[src/rtl/sec_filt_pkg.sv]
package sec_filt_pkg;
  typedef enum logic [2:0] {
    CFG_SLV_ATTR = 3'd0,
    CFG_MST_ATTR = 3'd1,
    CFG_WIN_BASE = 3'd2,
    CFG_WIN_LIM  = 3'd3,
    CFG_CTRL     = 3'd4,
    CFG_VSTAT    = 3'd5,
    CFG_VADDR    = 3'd6,
    CFG_VINFO    = 3'd7
  } cfg_reg_e;

  localparam int CTRL_LOCK_BIT = 0;
  localparam int CTRL_WIN_BIT  = 1;
endpackage

[src/rtl/sec_addr_decode.sv]
module sec_addr_decode #(
  parameter int AW      = 16,
  parameter int NSLV    = 4,
  parameter int WIN_SLV = 0,
  localparam int SB     = $clog2(NSLV)
) (
  input  logic [AW-1:0]   addr,
  input  logic [NSLV-1:0] slv_sec,
  input  logic [AW-1:0]   win_base,
  input  logic [AW-1:0]   win_limit,
  input  logic            win_en,
  output logic            is_cfg,
  output logic [SB-1:0]   idx,
  output logic            tgt_sec
);
  logic win_hit;

  always_comb begin
    is_cfg  = addr[AW-1];
    idx     = addr[AW-2 -: SB];
    win_hit = win_en && !is_cfg && (idx == SB'(WIN_SLV)) &&
              (addr >= win_base) && (addr <= win_limit);
    // configuration space is always secure
    tgt_sec = is_cfg || slv_sec[idx] || win_hit;
  end
endmodule

[src/rtl/sec_cfg_regs.sv]
module sec_cfg_regs
  import sec_filt_pkg::*;
#(
  parameter int AW   = 16,
  parameter int DW   = 32,
  parameter int NSLV = 4,
  parameter int NMST = 4,
  parameter int MIDW = 2
) (
  input  logic            clk,
  input  logic            rst_n,
  input  logic            wr_en,
  input  logic            rd_en,
  input  logic [2:0]      reg_idx,
  input  logic [DW-1:0]   wdata,
  input  logic            cap_vld,
  input  logic [AW-1:0]   cap_addr,
  input  logic [MIDW:0]   cap_info,
  output logic [NSLV-1:0] slv_sec,
  output logic [NMST-1:0] mst_sec,
  output logic [AW-1:0]   win_base,
  output logic [AW-1:0]   win_limit,
  output logic            win_en,
  output logic            locked,
  output logic            clr_viol,
  output logic [DW-1:0]   rdata
);
  cfg_reg_e        sel;
  logic [NSLV-1:0] slv_q, slv_d;
  logic [NMST-1:0] mst_q, mst_d;
  logic [AW-1:0]   base_q, base_d, lim_q, lim_d;
  logic            wen_q, wen_d, lock_q, lock_d;
  logic [DW-1:0]   rd_q, rd_d;
  logic            open_wr;

  always_comb begin
    sel     = cfg_reg_e'(reg_idx);
    open_wr = wr_en && !lock_q;
    slv_d   = slv_q;
    mst_d   = mst_q;
    base_d  = base_q;
    lim_d   = lim_q;
    wen_d   = wen_q;
    lock_d  = lock_q;
    if (open_wr) begin
      case (sel)
        CFG_SLV_ATTR: slv_d  = wdata[NSLV-1:0];
        CFG_MST_ATTR: mst_d  = wdata[NMST-1:0];
        CFG_WIN_BASE: base_d = wdata[AW-1:0];
        CFG_WIN_LIM:  lim_d  = wdata[AW-1:0];
        CFG_CTRL: begin
          wen_d  = wdata[CTRL_WIN_BIT];
          lock_d = wdata[CTRL_LOCK_BIT];
        end
        default: ;
      endcase
    end
    clr_viol = wr_en && (sel == CFG_VSTAT) && wdata[0];

    rd_d = '0;
    case (sel)
      CFG_SLV_ATTR: rd_d[NSLV-1:0] = slv_q;
      CFG_MST_ATTR: rd_d[NMST-1:0] = mst_q;
      CFG_WIN_BASE: rd_d[AW-1:0]   = base_q;
      CFG_WIN_LIM:  rd_d[AW-1:0]   = lim_q;
      CFG_CTRL: begin
        rd_d[CTRL_WIN_BIT]  = wen_q;
        rd_d[CTRL_LOCK_BIT] = lock_q;
      end
      CFG_VSTAT:    rd_d[0]        = cap_vld;
      CFG_VADDR:    rd_d[AW-1:0]   = cap_addr;
      CFG_VINFO:    rd_d[MIDW:0]   = cap_info;
      default: ;
    endcase
  end

  always_ff @(posedge clk or negedge rst_n) begin
    if (!rst_n) begin
      slv_q  <= '1;
      mst_q  <= '0;
      base_q <= '0;
      lim_q  <= '0;
      wen_q  <= 1'b0;
      lock_q <= 1'b0;
      rd_q   <= '0;
    end else begin
      if (open_wr) begin
        slv_q  <= slv_d;
        mst_q  <= mst_d;
        base_q <= base_d;
        lim_q  <= lim_d;
        wen_q  <= wen_d;
        lock_q <= lock_d;
      end
      if (rd_en) rd_q <= rd_d;
    end
  end

  assign slv_sec   = slv_q;
  assign mst_sec   = mst_q;
  assign win_base  = base_q;
  assign win_limit = lim_q;
  assign win_en    = wen_q;
  assign locked    = lock_q;
  assign rdata     = rd_q;

  p_lock_sticky_r6: assert property (@(posedge clk) disable iff (!rst_n)
    lock_q |=> lock_q);
  p_attr_frozen_r6: assert property (@(posedge clk) disable iff (!rst_n)
    lock_q |=> ($stable(slv_q) && $stable(mst_q) && $stable(base_q) &&
                $stable(lim_q) && $stable(wen_q)));
endmodule

[src/rtl/sec_viol_log.sv]
module sec_viol_log #(
  parameter int AW   = 16,
  parameter int MIDW = 2
) (
  input  logic            clk,
  input  logic            rst_n,
  input  logic            blk,
  input  logic [AW-1:0]   addr,
  input  logic [MIDW-1:0] mid,
  input  logic            wr,
  input  logic            clr,
  output logic            pulse,
  output logic            vld,
  output logic [AW-1:0]   cap_addr,
  output logic [MIDW:0]   cap_info
);
  logic          vld_q, vld_d, cap_en, pulse_q;
  logic [AW-1:0] addr_q;
  logic [MIDW:0] info_q;

  always_comb begin
    vld_d  = vld_q;
    cap_en = 1'b0;
    if (clr) begin
      vld_d = 1'b0;
    end else if (blk && !vld_q) begin
      vld_d  = 1'b1;
      cap_en = 1'b1;
    end
  end

  always_ff @(posedge clk or negedge rst_n) begin
    if (!rst_n) begin
      vld_q   <= 1'b0;
      pulse_q <= 1'b0;
      addr_q  <= '0;
      info_q  <= '0;
    end else begin
      vld_q   <= vld_d;
      pulse_q <= blk;
      if (cap_en) begin
        addr_q <= addr;
        info_q <= {wr, mid};
      end
    end
  end

  assign pulse    = pulse_q;
  assign vld      = vld_q;
  assign cap_addr = addr_q;
  assign cap_info = info_q;

  p_first_kept_r8: assert property (@(posedge clk) disable iff (!rst_n)
    (vld_q && !clr) |=> ($stable(addr_q) && $stable(info_q) && vld_q));
  p_pulse_follows_r8: assert property (@(posedge clk) disable iff (!rst_n)
    blk |=> pulse_q);
endmodule

[src/rtl/sec_bus_filter.sv]
module sec_bus_filter
  import sec_filt_pkg::*;
#(
  parameter int AW     = 16,
  parameter int DW     = 32,
  parameter int NSLV   = 4,
  parameter int NMST   = 4,
  parameter int CPU_ID = 0,
  localparam int SB    = $clog2(NSLV),
  localparam int MIDW  = $clog2(NMST)
) (
  input  logic              clk,
  input  logic              rst_n,
  input  logic              req_valid,
  input  logic              req_write,
  input  logic [AW-1:0]     req_addr,
  input  logic [DW-1:0]     req_wdata,
  input  logic              req_ns,
  input  logic [MIDW-1:0]   req_mid,
  output logic              rsp_valid,
  output logic              rsp_err,
  output logic [DW-1:0]     rsp_rdata,
  output logic [NSLV-1:0]   slv_sel,
  output logic              slv_write,
  output logic [AW-1:0]     slv_addr,
  output logic [DW-1:0]     slv_wdata,
  input  logic [NSLV*DW-1:0] slv_rdata,
  output logic              viol_pulse
);
  // reset: asserted asynchronously, released on the clock
  logic [1:0] rst_sync;
  logic       rst_ni;
  always_ff @(posedge clk or negedge rst_n) begin
    if (!rst_n) rst_sync <= 2'b00;
    else        rst_sync <= {rst_sync[0], 1'b1};
  end
  assign rst_ni = rst_sync[1];

  logic [NSLV-1:0] slv_sec;
  logic [NMST-1:0] mst_sec;
  logic [AW-1:0]   win_base, win_limit, cap_addr;
  logic [MIDW:0]   cap_info;
  logic            win_en, locked, clr_viol, cap_vld;
  logic            is_cfg, tgt_sec, eff_ns, allowed, blocked;
  logic            cfg_wr, cfg_rd;
  logic [SB-1:0]   idx;
  logic [DW-1:0]   cfg_rdata;

  sec_addr_decode #(.AW(AW), .NSLV(NSLV), .WIN_SLV(0)) u_dec (
    .addr(req_addr), .slv_sec(slv_sec), .win_base(win_base),
    .win_limit(win_limit), .win_en(win_en),
    .is_cfg(is_cfg), .idx(idx), .tgt_sec(tgt_sec));

  always_comb begin
    if (req_mid == MIDW'(CPU_ID)) eff_ns = req_ns;
    else                          eff_ns = !mst_sec[req_mid];
    allowed = !eff_ns || !tgt_sec;
    blocked = req_valid && !allowed;
    cfg_wr  = req_valid && allowed && is_cfg && req_write;
    cfg_rd  = req_valid && allowed && is_cfg && !req_write;
  end

  for (genvar i = 0; i < NSLV; i++) begin : g_sel
    assign slv_sel[i] = req_valid && allowed && !is_cfg && (idx == SB'(i));
  end
  assign slv_write = req_write;
  assign slv_addr  = req_addr;
  assign slv_wdata = req_wdata;

  sec_cfg_regs #(.AW(AW), .DW(DW), .NSLV(NSLV), .NMST(NMST), .MIDW(MIDW)) u_cfg (
    .clk(clk), .rst_n(rst_ni), .wr_en(cfg_wr), .rd_en(cfg_rd),
    .reg_idx(req_addr[4:2]), .wdata(req_wdata),
    .cap_vld(cap_vld), .cap_addr(cap_addr), .cap_info(cap_info),
    .slv_sec(slv_sec), .mst_sec(mst_sec), .win_base(win_base),
    .win_limit(win_limit), .win_en(win_en), .locked(locked),
    .clr_viol(clr_viol), .rdata(cfg_rdata));

  sec_viol_log #(.AW(AW), .MIDW(MIDW)) u_log (
    .clk(clk), .rst_n(rst_ni), .blk(blocked), .addr(req_addr),
    .mid(req_mid), .wr(req_write), .clr(clr_viol),
    .pulse(viol_pulse), .vld(cap_vld), .cap_addr(cap_addr),
    .cap_info(cap_info));

  // response stage
  logic          vld_q, err_q, rds_q, rdc_q;
  logic          vld_d, err_d, rds_d, rdc_d;
  logic [SB-1:0] idx_q;

  always_comb begin
    vld_d = req_valid;
    err_d = blocked;
    rds_d = req_valid && allowed && !is_cfg && !req_write;
    rdc_d = cfg_rd;
  end

  always_ff @(posedge clk or negedge rst_ni) begin
    if (!rst_ni) begin
      vld_q <= 1'b0;
      err_q <= 1'b0;
      rds_q <= 1'b0;
      rdc_q <= 1'b0;
      idx_q <= '0;
    end else begin
      vld_q <= vld_d;
      err_q <= err_d;
      rds_q <= rds_d;
      rdc_q <= rdc_d;
      if (req_valid) idx_q <= idx;
    end
  end

  always_comb begin
    if (rdc_q)      rsp_rdata = cfg_rdata;
    else if (rds_q) rsp_rdata = slv_rdata[idx_q*DW +: DW];
    else            rsp_rdata = '0;
  end
  assign rsp_valid = vld_q;
  assign rsp_err   = err_q;

  p_sel_onehot_r1: assert property (@(posedge clk) disable iff (!rst_ni)
    $onehot0(slv_sel));
  p_rsp_next_r1: assert property (@(posedge clk) disable iff (!rst_ni)
    req_valid |=> rsp_valid);
  p_err_no_sel_r2: assert property (@(posedge clk) disable iff (!rst_ni)
    req_valid && (slv_sel == '0) && !is_cfg |=> rsp_err);
  p_err_zero_r2: assert property (@(posedge clk) disable iff (!rst_ni)
    rsp_err |-> (rsp_rdata == '0) && viol_pulse);
endmodule

[config.mk]
export PLATFORM = sky130hd
export DESIGN_NAME = sec_bus_filter
export DESIGN_NICKNAME = d
export VERILOG_FILES = /design/src/rtl/sec_filt_pkg.sv /design/src/rtl/sec_addr_decode.sv /design/src/rtl/sec_cfg_regs.sv /design/src/rtl/sec_viol_log.sv /design/src/rtl/sec_bus_filter.sv
export SDC_FILE = /design/constraint.sdc
export NUM_CORES = 1
export LEC_CHECK = 0
export BUFFER_PORTS_ARGS = -buffer_cell sky130_fd_sc_hd__buf_4
export CORE_MARGIN = 2
export CORE_UTILIZATION = 52
export CTS_BUF_LIST = sky130_fd_sc_hd__clkbuf_16
export CTS_CLUSTER_SIZE = 14
export DETAILED_ROUTE_END_ITERATION = 10
export GPL_ROUTABILITY_DRIVEN = 0
export GPL_TIMING_DRIVEN = 0
export PLACE_DENSITY = 0.87
export SKIP_LAST_GASP = 1
export SLEW_MARGIN = 20
export SYNTH_ARGS = -nofsm -noshare
export SYNTH_HDL_FRONTEND = slang
export SYNTH_SLANG_ARGS = --single-unit
export TNS_END_PERCENT = 30
[constraint.sdc]
create_clock -name clk -period 6.1 [get_ports clk]
set_input_delay 1.22 -clock clk [delete_from_list [all_inputs] [get_ports clk]]
set_output_delay 1.22 -clock clk [all_outputs]
set_load 0.05 [all_outputs]
==> flow_summary.yaml <==
outcome:
  status: "complete, no violations"
setup_path:
  cp_slowest_stage_delay_ps: 440
  critPathTopFamily: "simple AND/OR/NAND/NOR gates"
  crit_path_end_kind: "output port"
  worstPathArrival_ps: 3950
  worstSetupPathType: "in -> out"
  crit_buf_inv: 3
  crit_chain: "buf_4, inv_1, ha_1, nand2b_1, a2111oi_0, nand3b_1, nor4b_1, o31ai_1, nor4b_1, buf_4"
  crit_path_top_delay_cell: "a2111oi_0"
  crit_required_ps: 4880
  worstPathMaxFanout: 8
  cp-start-kind: "input port"
power:
  static-leakage-power_nw: 4.16
  power_switching_mw: 0.491
  p_sw_frac: 0.288
  combPwrFrac: 0.281
  power.density_nw_per_um2: 200
  power.internal_mw: 1.21
  ir_drop_mv: 0.154
  clock_power_share: 0.340
  power_frac_seq: 0.379
placement:
  dp_hpwl_um: 16200
  dpl_cell_area_um2: 8190
  io_buffers: 254
  pre_cts_slack_ps: 1120
floorplan:
  dieArea_um2: 12600
  initial_core_util: 0.533
  core_area_um2: 11400
  die_h_um: 112
  ios: 271
  die_x_um: 112
  rows: 39
timing:
  finalClockSkew_ps: 7.18
  tns_ps: 0
  worst_pin_slew_ps: 924
  maxSlewHeadroom: 0.379
  rsz0062_at_grt: "no"
  finalHoldViolations: 0
  period_needed_ps: 5170
  setup_viol: 0
  period_share: 0.847
  clock.fmax_mhz: 193
  holdWs_ps: 309
  fin_ws_ps: 932
  maxSlewViolCount: 0
synth:
  synth-main-ff-cell: "dfrtp_1"
  syn_area_um2: 6080
  netlist_instances: 554
  async_flop_share: 1.00
  ys_ff_latch: 86
  ys_seq_area_frac: 0.355
  postSynthAreaPerCell_um2: 11.0
  syn_nets: 769
  yosysWarningCount: 0
  ys_types: 52
  synth_edf_count: 0
route:
  drt_iter0_drc: 455
  avgRoutedWirePerCell_um: 20.5
  wirelength_um: 19800
  drt-vias-per-instance: 5.76
  drt_drc_violations_left: 0
  antenna_left: 0
  drtPass1Iterations: 5
  via_count: 5580
global_route:
  grt.overflow.total: 0
  use_met3: 0.0772
  grt_use_met2: 0.525
  met1_usage: 0.387
  top_usage_layer: "met2"
  grtUsageTotal: 0.312
  antenna_found_initial: 0
  grt_first_pass_wirelength_um: 30200
  grt_max_degree: 47
  grt_pass1_vias: 5739
cells_and_area:
  nets: 1035
  area_delta_synth_final_pct: 39.9
  drive_gt1_frac: 0.520
  fin_area_um2: 8500
  diodes: 0
clocking:
  cts_made_buffers: 9
  htreeDepth: 3
  cts-resized-gates: 0
  root_buffer: "clkbuf_16"
  cts.sinks: 86
  clkTransAtPathRegs_ps: 60
  insertion_delay_ps: 350
  cts.path.max_buffers: 2
  post-cts-setup-buffers: 0
  hold_buffers: 0
  cts_tree: "built"
flow_run:
  drv_cap: 0
worst_hold_path:
  hold_path.class: "reg -> async"
-- synth_stat cells (all sizes together), types with 4 or more instances --
library cell	count	share of area
mux2	63	0.12
dfstp	4	0.017
nand3	6	0.0049
mux4	35	0.13
clkbuf	24	0.015
dfrtp	82	0.34
o22ai	9	0.0093
inv	37	0.023
a22o	16	0.023
nor2	7	0.0043
a21oi	15	0.012
nand4	5	0.0051
o21ai	25	0.021
nand2	52	0.032
and2	17	0.017
nor2b	5	0.0051
mux2i	17	0.028
ha	32	0.066
buf	58	0.071
-- registers in the layout, summed over array words and instances (netlist names), 2 cells and up --
signal and flops:
u_cfg.mst_sec 4, u_log.cap_addr 16, u_cfg.slv_sec 4, rst_sync 2, idx_q 2, u_cfg.rdata 16, u_cfg.win_base 16, u_log.cap_info 3
u_cfg.win_limit 16
-- metrics by stage --
step | std cells | power (mW) | utilization
detailed placement | 952 | 1.13 | 0.717
global route | 968 | 1.76 | 0.745
global placement | 951 | 1.11 | 0.715
finish | 968 | 1.70 | 0.745
CTS | 968 | 1.70 | 0.745
floorplan | 554 | 0.941 | -
-- per-layer routing --
metal | vias up | part of all wire
met4 | 0 | 0.037
met1 | 2706 | 0.38
met5 | - | 0
li1 | 2490 | -
met3 | 60 | 0.090
met2 | 324 | 0.49
-- path summary, 6_finish.rpt --
| path | endpoint | slack (ps) | depth (start not counted) | startpoint |
|---|---|---|---|---|
| worst min register to register | u_cfg.win_limit[3]$_DFFE_PN0P_ | 310 | 0 | rst_sync[1]$_DFF_PN0_ |
| max in group asynchronous | u_cfg.slv_sec[1]$_DFFE_PN1P_ | 5130 | 1 | rst_sync[1]$_DFF_PN0_ |
| min in group clk | rst_sync[1]$_DFF_PN0_ | 350 | 0 | rst_sync[0]$_DFF_PN0_ |
| worst min-delay path | u_cfg.win_limit[3]$_DFFE_PN0P_ | 310 | 0 | rst_sync[1]$_DFF_PN0_ |
| worst max register to register | u_log.cap_info[1]$_DFFE_PN0P_ | 3200 | 9 | u_cfg.win_base[0]$_DFFE_PN0P_ |
| worst max-delay path | slv_sel[1] | 930 | 10 | req_addr[0] |
-- worst reg2reg max path, cell delays in order (launching register included) --
cell,delay [ps]
dfrtp_1,410
ha_1,270
nand2b_1,130
a2111oi_0,440
nand3b_1,190
nor4b_1,440
o41a_1,260
buf_6,170
buf_12,170
mux2_4,300
-- layout make-up --
cell class | instances | area, um2
Sequential cell | 86 | 2160
Fill cell | 799 | 2910
Clock buffer | 9 | 225
Tap cell | 143 | 179
Multi-Input combinational cell | 349 | 3260
Buffer | 82 | 523
Inverter | 37 | 139
Timing Repair Buffer | 255 | 1930
Clock inverter | 7 | 88.8
-- power by group through the flow --
| stage | Combinational, mW | Sequential (mW) | Clock, mW |
|---|---|---|---|
| floorplan | 0.291 | 0.650 | 0 |
| global placement | 0.456 | 0.657 | 0 |
| finish | 0.479 | 0.646 | 0.579 |
| global route | 0.508 | 0.650 | 0.605 |
| CTS | 0.479 | 0.645 | 0.581 |
| detailed placement | 0.476 | 0.654 | 0 |
-- cells by family after synthesis --
logic type / Yosys count / synth area share
AO/OA/AOI/OAI: 86 / 0.0934
adder cells (fa/ha/maj): 32 / 0.0658
buffers and inverters: 119 / 0.109
flip-flops: 86 / 0.355
multiplexers: 115 / 0.280
other: 1 / 0.000617
AND/OR/NAND/NOR: 115 / 0.0961
-- placed cells by master (no fill, tap or decap), types with 4 or more instances in the layout --
| master | count |
|---|---|
| inv_1 | 37 |
| clkbuf_16 | 9 |
| mux2_2 | 53 |
| o22ai_1 | 9 |
| dfstp_2 | 4 |
| nor2b_1 | 5 |
| buf_1 | 5 |
| ha_1 | 32 |
| a22o_1 | 16 |
| mux2_4 | 10 |
| nand2_1 | 52 |
| nor2_1 | 7 |
| and2_1 | 17 |
| a21oi_1 | 15 |
| mux4_2 | 35 |
| o21ai_0 | 25 |
| mux2i_1 | 17 |
| clkbuf_1 | 24 |
| nand3_1 | 6 |
| buf_4 | 305 |
| nand4_1 | 5 |
| dfrtp_1 | 81 |
Power figures use the tool's default switching activity.
